File: config.mk
export PLATFORM = sky130hd
export DESIGN_NAME = tdm_sig_rx
export DESIGN_NICKNAME = d
export VERILOG_FILES = /design/src/rtl/tdm_sig_rx_pkg.sv /design/src/rtl/tdm_sig_rx_deser.sv /design/src/rtl/tdm_sig_rx_fifo.sv /design/src/rtl/tdm_sig_rx_event.sv /design/src/rtl/tdm_sig_rx.sv
export SDC_FILE = /design/constraint.sdc
export NUM_CORES = 1
export LEC_CHECK = 0
export ABC_AREA = 1
export CORE_AREA = 2 2 142 144
export CTS_CLUSTER_DIAMETER = 200
export DETAILED_ROUTE_END_ITERATION = 6
export DIE_AREA = 0 0 144 146
export GPL_TIMING_DRIVEN = 0
export PLACE_DENSITY = 0.6
export SYNTH_ARGS = -nofsm -noshare
export SYNTH_HDL_FRONTEND = slang
export SYNTH_HIERARCHICAL = 1
export SYNTH_SLANG_ARGS = --single-unit
File: constraint.sdc
create_clock -name clk -period 2.85 [get_ports clk]
set_clock_uncertainty 0.2 [all_clocks]
set_input_delay 0.855 -clock clk [delete_from_list [all_inputs] [get_ports clk]]
set_output_delay 0.855 -clock clk [all_outputs]
set_load 0.01 [all_outputs]
File: src/rtl/tdm_sig_rx_pkg.sv
// Package: shared types and status bit positions for the TDM signalling receiver.
// Assumes: status vector ordering is fixed and visible to software.
package tdm_sig_rx_pkg;
    localparam int ST_OVR = 0;  // overrun
    localparam int ST_PAR = 1;  // parity error
    localparam int ST_STP = 2;  // stop-bit error
    localparam int ST_DAT = 3;  // data event (level reached or message done)
    localparam int ST_W   = 4;

    typedef enum logic [1:0] {
        S_HUNT = 2'd0,
        S_DATA = 2'd1,
        S_PAR  = 2'd2,
        S_STOP = 2'd3
    } rx_state_e;
endpackage

File: src/rtl/tdm_sig_rx_deser.sv
// Deserialiser: turns strobed channel bits into bytes, LSB first.
// Framed: hunts for a '0' start bit, takes DATA_W data bits, an optional
// even parity bit and a stop bit. Unframed: every DATA_W bits form a byte.
// Assumes: frame_en and parity_en are static while rx_en is high.
module tdm_sig_rx_deser
    import tdm_sig_rx_pkg::*;
#(
    parameter int DATA_W = 8
) (
    input  logic              clk,
    input  logic              rst_n,
    input  logic              rx_en,
    input  logic              frame_en,
    input  logic              parity_en,
    input  logic              bit_valid,
    input  logic              bit_in,
    output logic              byte_vld,
    output logic [DATA_W-1:0] byte_data,
    output logic              byte_perr,
    output logic              byte_serr
);
    localparam int CNT_W = (DATA_W > 1) ? $clog2(DATA_W) : 1;
    localparam logic [CNT_W-1:0] LAST = CNT_W'(DATA_W - 1);

    rx_state_e         state;
    logic [CNT_W-1:0]  cnt;
    logic [DATA_W-1:0] shreg;
    logic              par_q;
    logic [DATA_W-1:0] shifted;

    // New bit enters at the top, so the first bit ends at bit 0.
    assign shifted = {bit_in, shreg[DATA_W-1:1]};

    // Bit-level state machine and byte emission.
    always_ff @(posedge clk) begin
        if (!rst_n) begin
            state     <= S_HUNT;
            cnt       <= '0;
            shreg     <= '0;
            par_q     <= 1'b0;
            byte_vld  <= 1'b0;
            byte_data <= '0;
            byte_perr <= 1'b0;
            byte_serr <= 1'b0;
        end else begin
            byte_vld <= 1'b0;
            if (!rx_en) begin
                state <= S_HUNT;
                cnt   <= '0;
                par_q <= 1'b0;
            end else if (bit_valid) begin
                case (state)
                    S_HUNT: begin
                        if (!frame_en) begin
                            shreg <= shifted;
                            cnt   <= CNT_W'(1);
                            state <= S_DATA;
                        end else if (!bit_in) begin
                            cnt   <= '0;
                            par_q <= 1'b0;
                            state <= S_DATA;
                        end
                    end
                    S_DATA: begin
                        shreg <= shifted;
                        cnt   <= cnt + CNT_W'(1);
                        if (cnt == LAST) begin
                            cnt <= '0;
                            if (!frame_en) begin
                                byte_vld  <= 1'b1;
                                byte_data <= shifted;
                                byte_perr <= 1'b0;
                                byte_serr <= 1'b0;
                                state     <= S_HUNT;
                            end else begin
                                state <= parity_en ? S_PAR : S_STOP;
                            end
                        end
                    end
                    S_PAR: begin
                        par_q <= (^shreg) ^ bit_in;
                        state <= S_STOP;
                    end
                    S_STOP: begin
                        byte_vld  <= 1'b1;
                        byte_data <= shreg;
                        byte_perr <= par_q;
                        byte_serr <= ~bit_in;
                        state     <= S_HUNT;
                    end
                    default: state <= S_HUNT;
                endcase
            end
        end
    end

    // an unframed byte never carries a parity error.
    assert_no_parity_unframed_R3: assert property (@(posedge clk) disable iff (!rst_n)
        (byte_vld && !$past(frame_en)) |-> !byte_perr);

    // a byte strobe lasts one cycle, since a byte needs several bits.
    assert_single_strobe_R1: assert property (@(posedge clk) disable iff (!rst_n)
        byte_vld |=> !byte_vld);

    // without a bit strobe the bit state does not advance.
    assert_hold_without_strobe_R11: assert property (@(posedge clk) disable iff (!rst_n)
        (!bit_valid && rx_en) |=> ($stable(state) && $stable(cnt)));
endmodule

File: src/rtl/tdm_sig_rx_fifo.sv
// Receive FIFO: DEPTH entries, show-ahead read data.
// A write into a full FIFO is dropped unless a pop happens in the same
// cycle; the drop is reported on ovf for one cycle.
// Assumes: DEPTH is a power of two.
module tdm_sig_rx_fifo #(
    parameter int DATA_W = 8,
    parameter int DEPTH  = 16
) (
    input  logic                       clk,
    input  logic                       rst_n,
    input  logic                       wr_req,
    input  logic [DATA_W-1:0]          wr_data,
    input  logic                       rd_req,
    output logic [DATA_W-1:0]          rd_data,
    output logic [$clog2(DEPTH):0]     count,
    output logic                       empty,
    output logic                       full,
    output logic                       wr_ok,
    output logic                       rd_ok,
    output logic                       ovf
);
    localparam int AW = $clog2(DEPTH);
    localparam int CW = AW + 1;

    logic [DATA_W-1:0] mem [DEPTH];
    logic [AW-1:0]     wptr;
    logic [AW-1:0]     rptr;

    // Flags and accept decisions.
    assign empty   = (count == '0);
    assign full    = (count == CW'(DEPTH));
    assign rd_ok   = rd_req && !empty;
    assign wr_ok   = wr_req && (!full || rd_ok);
    assign ovf     = wr_req && !wr_ok;
    assign rd_data = mem[rptr];

    // Storage write; no reset needed on the data array.
    always_ff @(posedge clk) begin
        if (wr_ok) mem[wptr] <= wr_data;
    end

    // Pointer and occupancy update.
    always_ff @(posedge clk) begin
        if (!rst_n) begin
            wptr  <= '0;
            rptr  <= '0;
            count <= '0;
        end else begin
            if (wr_ok) wptr <= wptr + AW'(1);
            if (rd_ok) rptr <= rptr + AW'(1);
            case ({wr_ok, rd_ok})
                2'b10:   count <= count + CW'(1);
                2'b01:   count <= count - CW'(1);
                default: count <= count;
            endcase
        end
    end

    // occupancy never exceeds the depth.
    assert_no_overflow_R6: assert property (@(posedge clk) disable iff (!rst_n)
        count <= CW'(DEPTH));

    // a dropped byte leaves the occupancy unchanged.
    assert_drop_keeps_count_R6: assert property (@(posedge clk) disable iff (!rst_n)
        (wr_req && full && !rd_req) |=> $stable(count));

    // a pop on an empty FIFO with no write leaves it empty.
    assert_empty_pop_R5: assert property (@(posedge clk) disable iff (!rst_n)
        (rd_req && empty && !wr_req) |=> empty);
endmodule

File: src/rtl/tdm_sig_rx_event.sv
// Event and status logic: sets sticky status bits from byte results,
// FIFO overrun and the mode-dependent data event; clears on write-one;
// combines the enabled causes into one interrupt line.
// Assumes: a threshold value of zero stands for the full FIFO depth.
module tdm_sig_rx_event
    import tdm_sig_rx_pkg::*;
#(
    parameter int DEPTH = 16,
    parameter int TH_W  = 4
) (
    input  logic                   clk,
    input  logic                   rst_n,
    input  logic                   rx_en,
    input  logic                   msg_mode,
    input  logic [TH_W-1:0]        threshold,
    input  logic                   byte_vld,
    input  logic                   byte_perr,
    input  logic                   byte_serr,
    input  logic                   wr_ok,
    input  logic                   rd_ok,
    input  logic                   ovf,
    input  logic [$clog2(DEPTH):0] count,
    input  logic [ST_W-1:0]        stat_clr,
    input  logic                   data_ie,
    input  logic                   err_ie,
    output logic [ST_W-1:0]        status,
    output logic                   irq
);
    localparam int CW = $clog2(DEPTH) + 1;
    localparam int XW = CW + 1;

    logic [XW-1:0]   level;
    logic [XW-1:0]   cnt_next;
    logic [XW-1:0]   msg_cnt;
    logic            level_hit;
    logic            msg_done;
    logic [ST_W-1:0] set_vec;

    // Decode threshold: zero means the full depth.
    assign level = (threshold == '0) ? XW'(DEPTH) : XW'(threshold);

    // Occupancy after this cycle's write and pop.
    assign cnt_next = XW'(count) + XW'(wr_ok) - XW'(rd_ok);

    // Mode-dependent data event.
    assign level_hit = !msg_mode && wr_ok && (cnt_next == level);
    assign msg_done  = msg_mode && byte_vld && ((msg_cnt + XW'(1)) == level);

    // Collect the set causes for this cycle.
    always_comb begin
        set_vec         = '0;
        set_vec[ST_OVR] = ovf;
        set_vec[ST_PAR] = byte_vld && byte_perr;
        set_vec[ST_STP] = byte_vld && byte_serr;
        set_vec[ST_DAT] = level_hit || msg_done;
    end

    // Message byte counter, restarted after each full message.
    always_ff @(posedge clk) begin
        if (!rst_n) begin
            msg_cnt <= '0;
        end else if (!rx_en || !msg_mode) begin
            msg_cnt <= '0;
        end else if (byte_vld) begin
            msg_cnt <= msg_done ? '0 : msg_cnt + XW'(1);
        end
    end

    // Sticky status with write-one-to-clear; a set wins over a clear.
    always_ff @(posedge clk) begin
        if (!rst_n) status <= '0;
        else        status <= (status & ~stat_clr) | set_vec;
    end

    // Interrupt line from the enabled causes.
    assign irq = (data_ie && status[ST_DAT]) ||
                 (err_ie && (status[ST_OVR] || status[ST_PAR] || status[ST_STP]));

    // a set bit stays set unless cleared.
    for (genvar i = 0; i < ST_W; i++) begin : g_sticky
        assert_sticky_R9: assert property (@(posedge clk) disable iff (!rst_n)
            (status[i] && !stat_clr[i]) |=> status[i]);
    end

    // with both enables low the line stays quiet.
    assert_irq_gated_R10: assert property (@(posedge clk) disable iff (!rst_n)
        (!data_ie && !err_ie) |-> !irq);

    // the message counter stays below the message length.
    assert_msg_bound_R8: assert property (@(posedge clk) disable iff (!rst_n)
        msg_cnt < level);
endmodule

File: src/rtl/tdm_sig_rx.sv
// Top: TDM signalling channel receiver. Connects the deserialiser, the
// receive FIFO and the event/status logic.
// Assumes: timeslot extraction upstream delivers one bit per bit_valid.
module tdm_sig_rx
    import tdm_sig_rx_pkg::*;
#(
    parameter int DATA_W = 8,
    parameter int DEPTH  = 16,
    parameter int TH_W   = 4
) (
    input  logic                   clk,
    input  logic                   rst_n,
    input  logic                   rx_en,
    input  logic                   frame_en,
    input  logic                   parity_en,
    input  logic                   msg_mode,
    input  logic [TH_W-1:0]        threshold,
    input  logic                   bit_valid,
    input  logic                   bit_in,
    input  logic                   rd_en,
    output logic [DATA_W-1:0]      rd_data,
    output logic [$clog2(DEPTH):0] fifo_count,
    output logic                   fifo_empty,
    input  logic [ST_W-1:0]        stat_clr,
    output logic [ST_W-1:0]        status,
    input  logic                   data_ie,
    input  logic                   err_ie,
    output logic                   irq
);
    logic              byte_vld;
    logic [DATA_W-1:0] byte_data;
    logic              byte_perr;
    logic              byte_serr;
    logic              fifo_full;
    logic              wr_ok;
    logic              rd_ok;
    logic              ovf;

    tdm_sig_rx_deser #(.DATA_W(DATA_W)) u_deser (
        .clk       (clk),
        .rst_n     (rst_n),
        .rx_en     (rx_en),
        .frame_en  (frame_en),
        .parity_en (parity_en),
        .bit_valid (bit_valid),
        .bit_in    (bit_in),
        .byte_vld  (byte_vld),
        .byte_data (byte_data),
        .byte_perr (byte_perr),
        .byte_serr (byte_serr)
    );

    tdm_sig_rx_fifo #(.DATA_W(DATA_W), .DEPTH(DEPTH)) u_fifo (
        .clk     (clk),
        .rst_n   (rst_n),
        .wr_req  (byte_vld),
        .wr_data (byte_data),
        .rd_req  (rd_en),
        .rd_data (rd_data),
        .count   (fifo_count),
        .empty   (fifo_empty),
        .full    (fifo_full),
        .wr_ok   (wr_ok),
        .rd_ok   (rd_ok),
        .ovf     (ovf)
    );

    tdm_sig_rx_event #(.DEPTH(DEPTH), .TH_W(TH_W)) u_event (
        .clk       (clk),
        .rst_n     (rst_n),
        .rx_en     (rx_en),
        .msg_mode  (msg_mode),
        .threshold (threshold),
        .byte_vld  (byte_vld),
        .byte_perr (byte_perr),
        .byte_serr (byte_serr),
        .wr_ok     (wr_ok),
        .rd_ok     (rd_ok),
        .ovf       (ovf),
        .count     (fifo_count),
        .stat_clr  (stat_clr),
        .data_ie   (data_ie),
        .err_ie    (err_ie),
        .status    (status),
        .irq       (irq)
    );

    // an overrun only happens while the FIFO reports full.
    assert_ovf_when_full_R6: assert property (@(posedge clk) disable iff (!rst_n)
        ovf |-> fifo_full);
endmodule

# ---- Yosys cells after proc, flatten, opt, wreduce, memory -nomap -nowiden
# Memories as Yosys holds them, arrays and structs flattened. A register that Yosys moved wholly into a read port is not among the register bits.
# Index checks and enable logic that the tools add are counted.
dict set report totals {
  latchBits 0
  ff_bits 48
  mem_bits_rw 128
  memories 1
  input_bits 19
  romBits 0
}
# name depth width read_ports rd_ports_with_merged_regs write_ports line_no
set mem_list {}
lappend mem_list {u_fifo.mem 16 8 1 1 1 tdm_sig_rx_fifo.sv:25} ;# logic [DATA_W-1:0] mem [DEPTH];
dict set report op_classes {
  div 0
  shifts 0
  magnitude_cmp 0
  multipliers 0
  n_reduce_logical 38
  bitwise 6
  n_addsub 8
  eq_ne 15
  mux 31
}
# cell count
set op_table {}
lappend op_table {{8-bit case mux with 2 select lines} 2}
lappend op_table {{8-bit two-way mux} 2}
lappend op_table {{6-bit equality test} 2}
lappend op_table {{1-bit logical AND} 11}
lappend op_table {{5-bit case mux with 2 select lines} 1}
lappend op_table {{1-bit two-way mux} 9}
lappend op_table {{3-bit two-way mux} 3}
lappend op_table {{3-bit AND reduction} 3}
lappend op_table {{4-bit by 1-bit adder with 4-bit output, second input constant} 2}
lappend op_table {{2-bit two-way mux} 4}
lappend op_table {{4-bit two-way mux} 2}
lappend op_table {{2-bit != test, second input constant} 4}
lappend op_table {{1-bit case mux with 2 select lines} 4}
lappend op_table {{2-bit case mux with 4 select lines} 1}
lappend op_table {{4-bit AND reduction} 2}
lappend op_table {{2-bit nonzero test} 4}
lappend op_table {{8-bit parity} 1}
lappend op_table {{5-bit by 1-bit adder with 6-bit output} 1}
lappend op_table {{6-bit by 1-bit adder with 6-bit output, second input constant} 1}
lappend op_table {{2-bit equality test, second input constant} 3}
lappend op_table {{1-bit logical OR} 6}
lappend op_table {{6-bit two-way mux} 1}
lappend op_table {{3-bit case mux with 2 select lines} 1}
lappend op_table {{6-bit by 1-bit subtractor with 6-bit output} 1}
lappend op_table {{other kinds (21)} 27}

# ---- Depth between registers and ports, before layout
# Gate-level depths: netlist (run 1).
dict set report depth {
  depth_word 11
  mapped_depth 19
  depth_no_buf 19
}

# ---- Cells and area by module
# Netlist (run 1), hierarchy kept.
# mod cells_per_inst seq_area_each_um2 instances area_each_um2
set modules_own_cells {}
lappend modules_own_cells {tdm_sig_rx_fifo 539 4184.0 1 6208.5}
lappend modules_own_cells {tdm_sig_rx_deser 201 500.5 1 1360.1}
lappend modules_own_cells {tdm_sig_rx_event 181 200.2 1 1002.2}

# ---- Worst setup path before layout (run 1)
# No wires, ideal clock.
dict set report synth_path {
  kind {in2reg}
  from {input port rd_en}
  to {register u_event.status[3]}
  slack_ns 0.046
  arrival_time_ns 2.540
  required_time_ns 2.586
  n_path_buf 0
  cell_stages 15
  cell_sequence {nand2_4 -> inv_4 -> ha_1 -> inv_1 -> ha_1 -> inv_1 -> fa_1 -> inv_1 -> nand2_1 -> nand3_1 -> nor2_1 -> nand4_1 -> nor3_1 -> nor2_1 -> nor2_1}
}
dict set report synth_between {
  elab_chain_cells 9
  elab_cells_between_ends 10
  cone_classes {add/sub: 2; eq/ne: 1; bitwise: 1; reduce/logical: 6}
}
# element line_no
set synth_lines {}
lappend synth_lines {{start, declared} tdm_sig_rx.sv:20} ;# input logic rd_en,
lappend synth_lines {{1-bit logical AND (*)} tdm_sig_rx_fifo.sv:32} ;# assign rd_ok = rd_req && !empty;
lappend synth_lines {{net rd_ok} tdm_sig_rx.sv:36} ;# logic rd_ok;
lappend synth_lines {{1-bit logical OR} tdm_sig_rx_fifo.sv:33} ;# assign wr_ok = wr_req && (!full || rd_ok);
lappend synth_lines {{1-bit logical AND} tdm_sig_rx_fifo.sv:33}
lappend synth_lines {{5-bit by 1-bit adder with 6-bit output} tdm_sig_rx_event.sv:43} ;# assign cnt_next = XW'(count) + XW'(wr_ok) - XW'(rd_ok);
lappend synth_lines {{6-bit by 1-bit subtractor with 6-bit output} tdm_sig_rx_event.sv:43}
lappend synth_lines {{6-bit equality test} tdm_sig_rx_event.sv:46} ;# assign level_hit = !msg_mode && wr_ok && (cnt_next == level);
lappend synth_lines {{1-bit logical AND (*)} tdm_sig_rx_event.sv:46}
lappend synth_lines {{1-bit logical OR (*)} tdm_sig_rx_event.sv:55} ;# set_vec[ST_DAT] = level_hit || msg_done;
lappend synth_lines {{4-bit OR (*)} tdm_sig_rx_event.sv:72} ;# else status <= (status & ~stat_clr) | set_vec;
lappend synth_lines {{end signal, assigned} tdm_sig_rx_event.sv:72}
lappend synth_lines {{end, declared} tdm_sig_rx_event.sv:26} ;# output logic [ST_W-1:0] status,
# The timed path passes the listed nets; every way through them passes the cells marked *.
# A chain may end at the register's enable or synchronous reset.

==> results of run 1 <==
-- critical path, cell delays in order, from the launching register on --
cell	delay, ns
dfxtp_4	0.37
buf_4	0.17
buf_6	0.14
o211ai_1	0.27
nand3_1	0.19
nand3_1	0.13
nand2_1	0.06
buf_2	0.13
-- repair_timing --
item,CTS,global route
cloned,2,1
endpoints found under the setup margin,10,9
pin swaps,33,32
resized for setup,89,62
endpoints found under the hold margin,0,0
hold buffers,0,0
buffers inserted,1,10
-- Yosys cell counts (all sizes together) --
cell / number / area share
nand3: 85 / 0.053
ha: 17 / 0.025
fa: 2 / 0.0047
nor2: 81 / 0.037
nand2: 180 / 0.085
o21ai: 64 / 0.038
a21oi: 63 / 0.037
o211ai: 32 / 0.030
buf: 29 / 0.022
edfxtp: 128 / 0.45
o22ai: 1 / 0.00073
a211oi: 8 / 0.0070
nand4: 4 / 0.0036
dfxtp: 52 / 0.12
nor3: 2 / 0.0012
o21bai: 1 / 0.00088
clkbuf: 7 / 0.0031
o31ai: 1 / 0.00088
or2: 2 / 0.0018
inv: 149 / 0.066
xor2: 6 / 0.0061
o2111ai: 1 / 0.0010
nand3b: 3 / 0.0026
xnor2: 3 / 0.0031
-- state kept, by name (all words and copies together) (netlist names), named ones only --
| signal | cells |
|---|---|
| u_deser/byte_data | 8 |
| u_deser/byte_perr | 1 |
| u_deser/byte_serr | 1 |
| u_deser/byte_vld | 1 |
| u_deser/cnt | 3 |
| u_deser/par_q | 1 |
| u_deser/shreg | 8 |
| u_deser/state | 1 |
| u_event/msg_cnt | 6 |
| u_event/status | 4 |
| u_fifo/count | 5 |
| u_fifo/mem | 128 |
| u_fifo/rptr | 4 |
| u_fifo/wptr | 4 |
-- final cells by class --
type / count / share of cell area
well taps: 265 / 0.0323
multi-input cells: 556 / 0.299
repair buffers: 51 / 0.0484
flip-flops and latches: 180 / 0.478
clock inverters: 14 / 0.0154
plain buffers: 34 / 0.0289
clock buffers: 18 / 0.0418
inverters: 149 / 0.0563
-- per-layer routing --
layer / track usage / part of all wire / vias to the layer above
li1: - / - / 3214
met3: 0.0401 / 0.043 / 36
met4: 0.0755 / 0.026 / 0
met5: 0 / 0 / -
met1: 0.265 / 0.45 / 3028
met2: 0.322 / 0.48 / 153
-- logic make-up after synthesis --
| family | synth area share |
|---|---|
| flip-flops | 0.570 |
| AO/OA/AOI/OAI | 0.115 |
| buffers and inverters | 0.0914 |
| XOR/XNOR | 0.00920 |
| AND/OR/NAND/NOR | 0.185 |
| adder cells (fa/ha/maj) | 0.0295 |
-- cells in the final DEF, fill, tap and decap left out, types with 27 or more instances in the layout --
| master | n |
|---|---|
| edfxtp_1 | 128 |
| nand2_1 | 168 |
| nor2_1 | 77 |
| o21ai_0 | 27 |
| o211ai_1 | 29 |
| dfxtp_1 | 45 |
| clkdlybuf4s50_1 | 27 |
| a21oi_1 | 55 |
| nand3_1 | 74 |
| inv_1 | 140 |
-- power by group through the flow --
stage	Combinational [W]	Clock [W]	Sequential [W]
floorplan	0.00145	0	0.00296
global placement	0.00209	0	0.00297
detailed placement	0.00211	0	0.00297
CTS	0.00224	0.00240	0.00296
global route	0.00280	0.00251	0.00295
finish	0.00252	0.00235	0.00294
-- worst max path at each step --
stage / start / to / slack, ns
floorplan: rd_en / u_event/status[3] / 0.05
global placement: rd_en / u_event/status[3] / -0.69
detailed placement: rd_en / u_event/status[3] / -0.71
CTS: register / rd_data[3] / -0.15
global route: register / rd_data[0] / -0.14
finish: register / rd_data[2] / -0.09
-- through the flow --
| step | setup WS (ns) | TNS [ns] |
|---|---|---|
| 6_report | -0.0913 | -0.369 |
| 5_1_grt | -0.136 | -0.931 |
| 3_5_place_dp | -0.706 | -30.63 |
| 2_1_floorplan | 0.0462 | 0 |
| 4_1_cts | -0.152 | -0.768 |
| 3_3_place_gp | -0.692 | -27.51 |
==> flow_summary.ini, run 1 <==
[die]
core_um2 = 19300
boundaryPins = 38
fp.dieW_um = 144
initial_core_util = 0.443
row_count = 51
die_h_um = 146
die_area_um2 = 21000

[hold_path]
holdPathStages = 2
hp-start = u_deser/cnt[1]
min_path_type = reg -> reg
min_to = u_deser/cnt[1]

[clocking]
clk_latency_ns = 0.43
tritoncts = built
htree_levels = 4
clk_path_buf_depth = 2
clockRootBuffer = clkbuf_16
numCtsBuffers = 17
path_clk_slew_ns = 0.07
clock_sinks = 180

[critical_path]
r2r-end = u_event/status[3]
critical_path.max_fanout = 10
startpoint_type = register
cp.arrival_ns = 1.89
worstReg2RegStart = u_fifo/count[3]
r2r_slack_ns = 0.19
worstPathRequired_ns = 1.80
critPathKind = reg -> out
crit_path_end_kind = output port
reg2reg_depth = 17

[finish]
multi_input_area_um2 = 3060
final_cells = 1267
final.fill_count = 1778
area_growth_pct = 19.8
drive_above_1_share = 0.155
n_antenna_cell = 0
final_cell_area_um2 = 10300
regArea_um2 = 4910
fin_util = 0.531
fin_nets = 1027

[timing]
whs_ns = 0.250
final_hold_viol_count = 0
setup_violations = 8
max_clock_freq_mhz = 340
rsz0062_at_grt = true
worstMarginPinSlew_ns = 0.958
final.period_utilization = 1.03
maxSlewHeadroom = 0.359
finalWorstSetupSlack_ns = -0.0913
period_needed_ns = 2.94
slew_viol_final = 0

[logic_synthesis]
synth_area_um2 = 8570
synth_nets = 959
avgSynthCellArea_um2 = 9.31
ys_seq_area_frac = 0.570
synth-seq-cells = 180
ys.warnings.count = 6
yosysUniqueCellTypes = 41
syn_inst = 921

[power]
clockPowerShare = 0.301
pwr-share-comb = 0.322
power_density_nw_per_um2 = 761
p_int_w = 0.00532
swShare = 0.319
seqPwrFrac = 0.376
power_w = 0.00781
vdd_drop_max_uv = 541
p_sw_w = 0.00249
p_leak_nw = 4.15

[placed_design]
dpl_cell_area_um2 = 9270
io_buffers = 37
routabilityCongestion = 0.900
dp_hpwl_um = 13700
dp_cells = 1223

[detailed_routing]
vias = 6431
avgViaCountPerCell = 5.08
drt_wl_total_um = 20200
drt_iter0_drc = 465
ant_nets = 0
dr.pass1.iters = 4
wire_per_inst_um = 15.9
drc = 0

[global_route]
grt_pass1_vias = 6193
grt_pass1_wl_um = 31700
gr-total-overflow = 0
antenna_found_initial = 0
grt_use_total = 0.199
grt_max_degree = 18

[outcome]
violations = setup timing
outcome = complete, but fails checks

[flow_run]
maxCapViolations = 0
Note: power is estimated with default switching activity, not from simulation.
==> run 2, diff against run 1 <==
- CORE_AREA: 2 2 142 144 -> 2 2 150 152
- DIE_AREA: 0 0 144 146 -> 0 0 152 154
- PLACE_DENSITY: 0.6 -> 0.55
- SKIP_CTS_REPAIR_TIMING: default -> 1
==> flow_summary.ini, run 2 (synthesis results as in run 1) <==
[timing]
final.period_utilization = 1.05
max_clock_freq_mhz = 335
finalWorstSetupSlack_ns = -0.135
final_hold_viol_count = 0
rsz0062_at_grt = true
worstMarginPinSlew_ns = 1.03
maxSlewHeadroom = 0.308
slew_viol_final = 0
fin_setup_tns_ns = -0.398
setup_violations = 6
period_needed_ns = 2.99

[die]
fp.dieW_um = 152
initial_core_util = 0.395
die_area_um2 = 23400
boundaryPins = 38
die_h_um = 154
core_um2 = 21700
row_count = 54

[finish]
n_antenna_cell = 0
top_register = u_fifo/mem
layout_commonest_cell = nand2_1
drive_above_1_share = 0.167
fin_util = 0.479
final_cell_area_um2 = 10400
fin_nets = 1032
area_growth_pct = 21.1
final.fill_count = 2045
largest_reg_flops = 128
reg_top3 = u_fifo/mem (128), u_deser/byte_data (8), u_deser/shreg (8)
most-common-layout-cells = nand2_1 (166), inv_1 (140), edfxtp_1 (128)

[clocking]
clk_path_buf_depth = 2
clockRootBuffer = clkbuf_16
tritoncts = built
numCtsBuffers = 17
clock_sinks = 180
path_clk_slew_ns = 0.07
clk_latency_ns = 0.42
htree_levels = 4

[critical_path]
startpoint_type = register
worstPathRequired_ns = 1.80
critical_path.max_fanout = 7
reg2reg_depth = 17
crit_path_end_kind = output port
critPathKind = reg -> out
cp.arrival_ns = 1.93

[global_route]
grt_max_degree = 18
gr-total-overflow = 0
grt_pass1_wl_um = 31600
grt_pass1_vias = 5978
antenna_found_initial = 0
grt_use_total = 0.174

[hold_path]
min_path_type = reg -> reg
holdPathStages = 2

[placed_design]
io_buffers = 37
dpl_cell_area_um2 = 9290
dp_hpwl_um = 14000
dp_slack_ns = -0.708
routabilityCongestion = 0.835

[detailed_routing]
drc = 0
dr.pass1.iters = 5
wire_per_inst_um = 16.1
avgViaCountPerCell = 5.01
drt_iter0_drc = 363
drt_wl_total_um = 20700
ant_nets = 0
vias = 6446

[power]
swShare = 0.335
power_w = 0.00788
power_density_nw_per_um2 = 759
clockPowerShare = 0.290
vdd_drop_max_uv = 460
p_sw_w = 0.00264
p_leak_nw = 4.20
seqPwrFrac = 0.371
p_int_w = 0.00524
pwr-share-comb = 0.339

[outcome]
violations = setup timing
outcome = complete, but fails checks

[flow_run]
maxCapViolations = 0
-- run 2: changes by cell type in the layout (fill, tap and decap cells not counted), sizes merged --
cell / change
buf: +1
bufbuf: -1
bufinv: -2
clkbuf: +4
clkinv: -2
clkinvlp: -2
dlygate4sd2: -1
dlymetal6s2s: +2
inv: +6
-- run 2: layout make-up --
type                    instances  area, um2  share of cell area
clock buffers                  18        429              0.0413
clock inverters                14        140              0.0135
well taps                     280        350              0.0337
inverters                     149        577              0.0556
repair buffers                 55        546              0.0525
multi-input cells             556       3090               0.298
flip-flops and latches        180       4910               0.473
plain buffers                  35        343              0.0330
-- run 2: path summary, 6_finish.rpt --
| kind | end | slack, ns | start |
|---|---|---|---|
| worst min register to register | u_deser/cnt[1] | 0.26 | u_deser/cnt[1] |
| worst max register to register | u_event/status[3] | 0.08 | u_fifo/count[2] |
| worst min-delay path | u_deser/cnt[1] | 0.26 | u_deser/cnt[1] |
| worst max-delay path | rd_data[0] | -0.14 | register |
-- run 2: metal layers --
layer,share of wire,vias to the layer above,GRT usage
met5,0,-,0
met4,0.019,0,0.0561
met3,0.034,24,0.0265
met2,0.49,128,0.304
met1,0.45,3060,0.222
li1,-,3234,-
-- run 2: per-stage QoR --
step	cells	hold WS, ns
after floorplan	921	0.227
after global placement	1238	0.246
after detailed placement	1238	0.250
after CTS	1270	0.263
after global routing	1287	0.293
final	1287	0.260
-- run 2: worst max-delay path, cell delays in order (launching register included) --
cell and delay, ns:
dfxtp_4 0.37, buf_12 0.15, buf_4 0.14, clkbuf_16 0.14, o211ai_1 0.27, nand3_1 0.13
nand3_1 0.10, nand2_2 0.08, clkbuf_2 0.13
-- run 2: power by group through the flow --
stage / Combinational, W / Clock, W / Sequential, W
after CTS: 0.00213 / 0.00233 / 0.00291
after global routing: 0.00294 / 0.00245 / 0.00293
after floorplan: 0.00145 / 0 / 0.00296
after global placement: 0.00211 / 0 / 0.00297
after detailed placement: 0.00213 / 0 / 0.00297
final: 0.00267 / 0.00229 / 0.00292
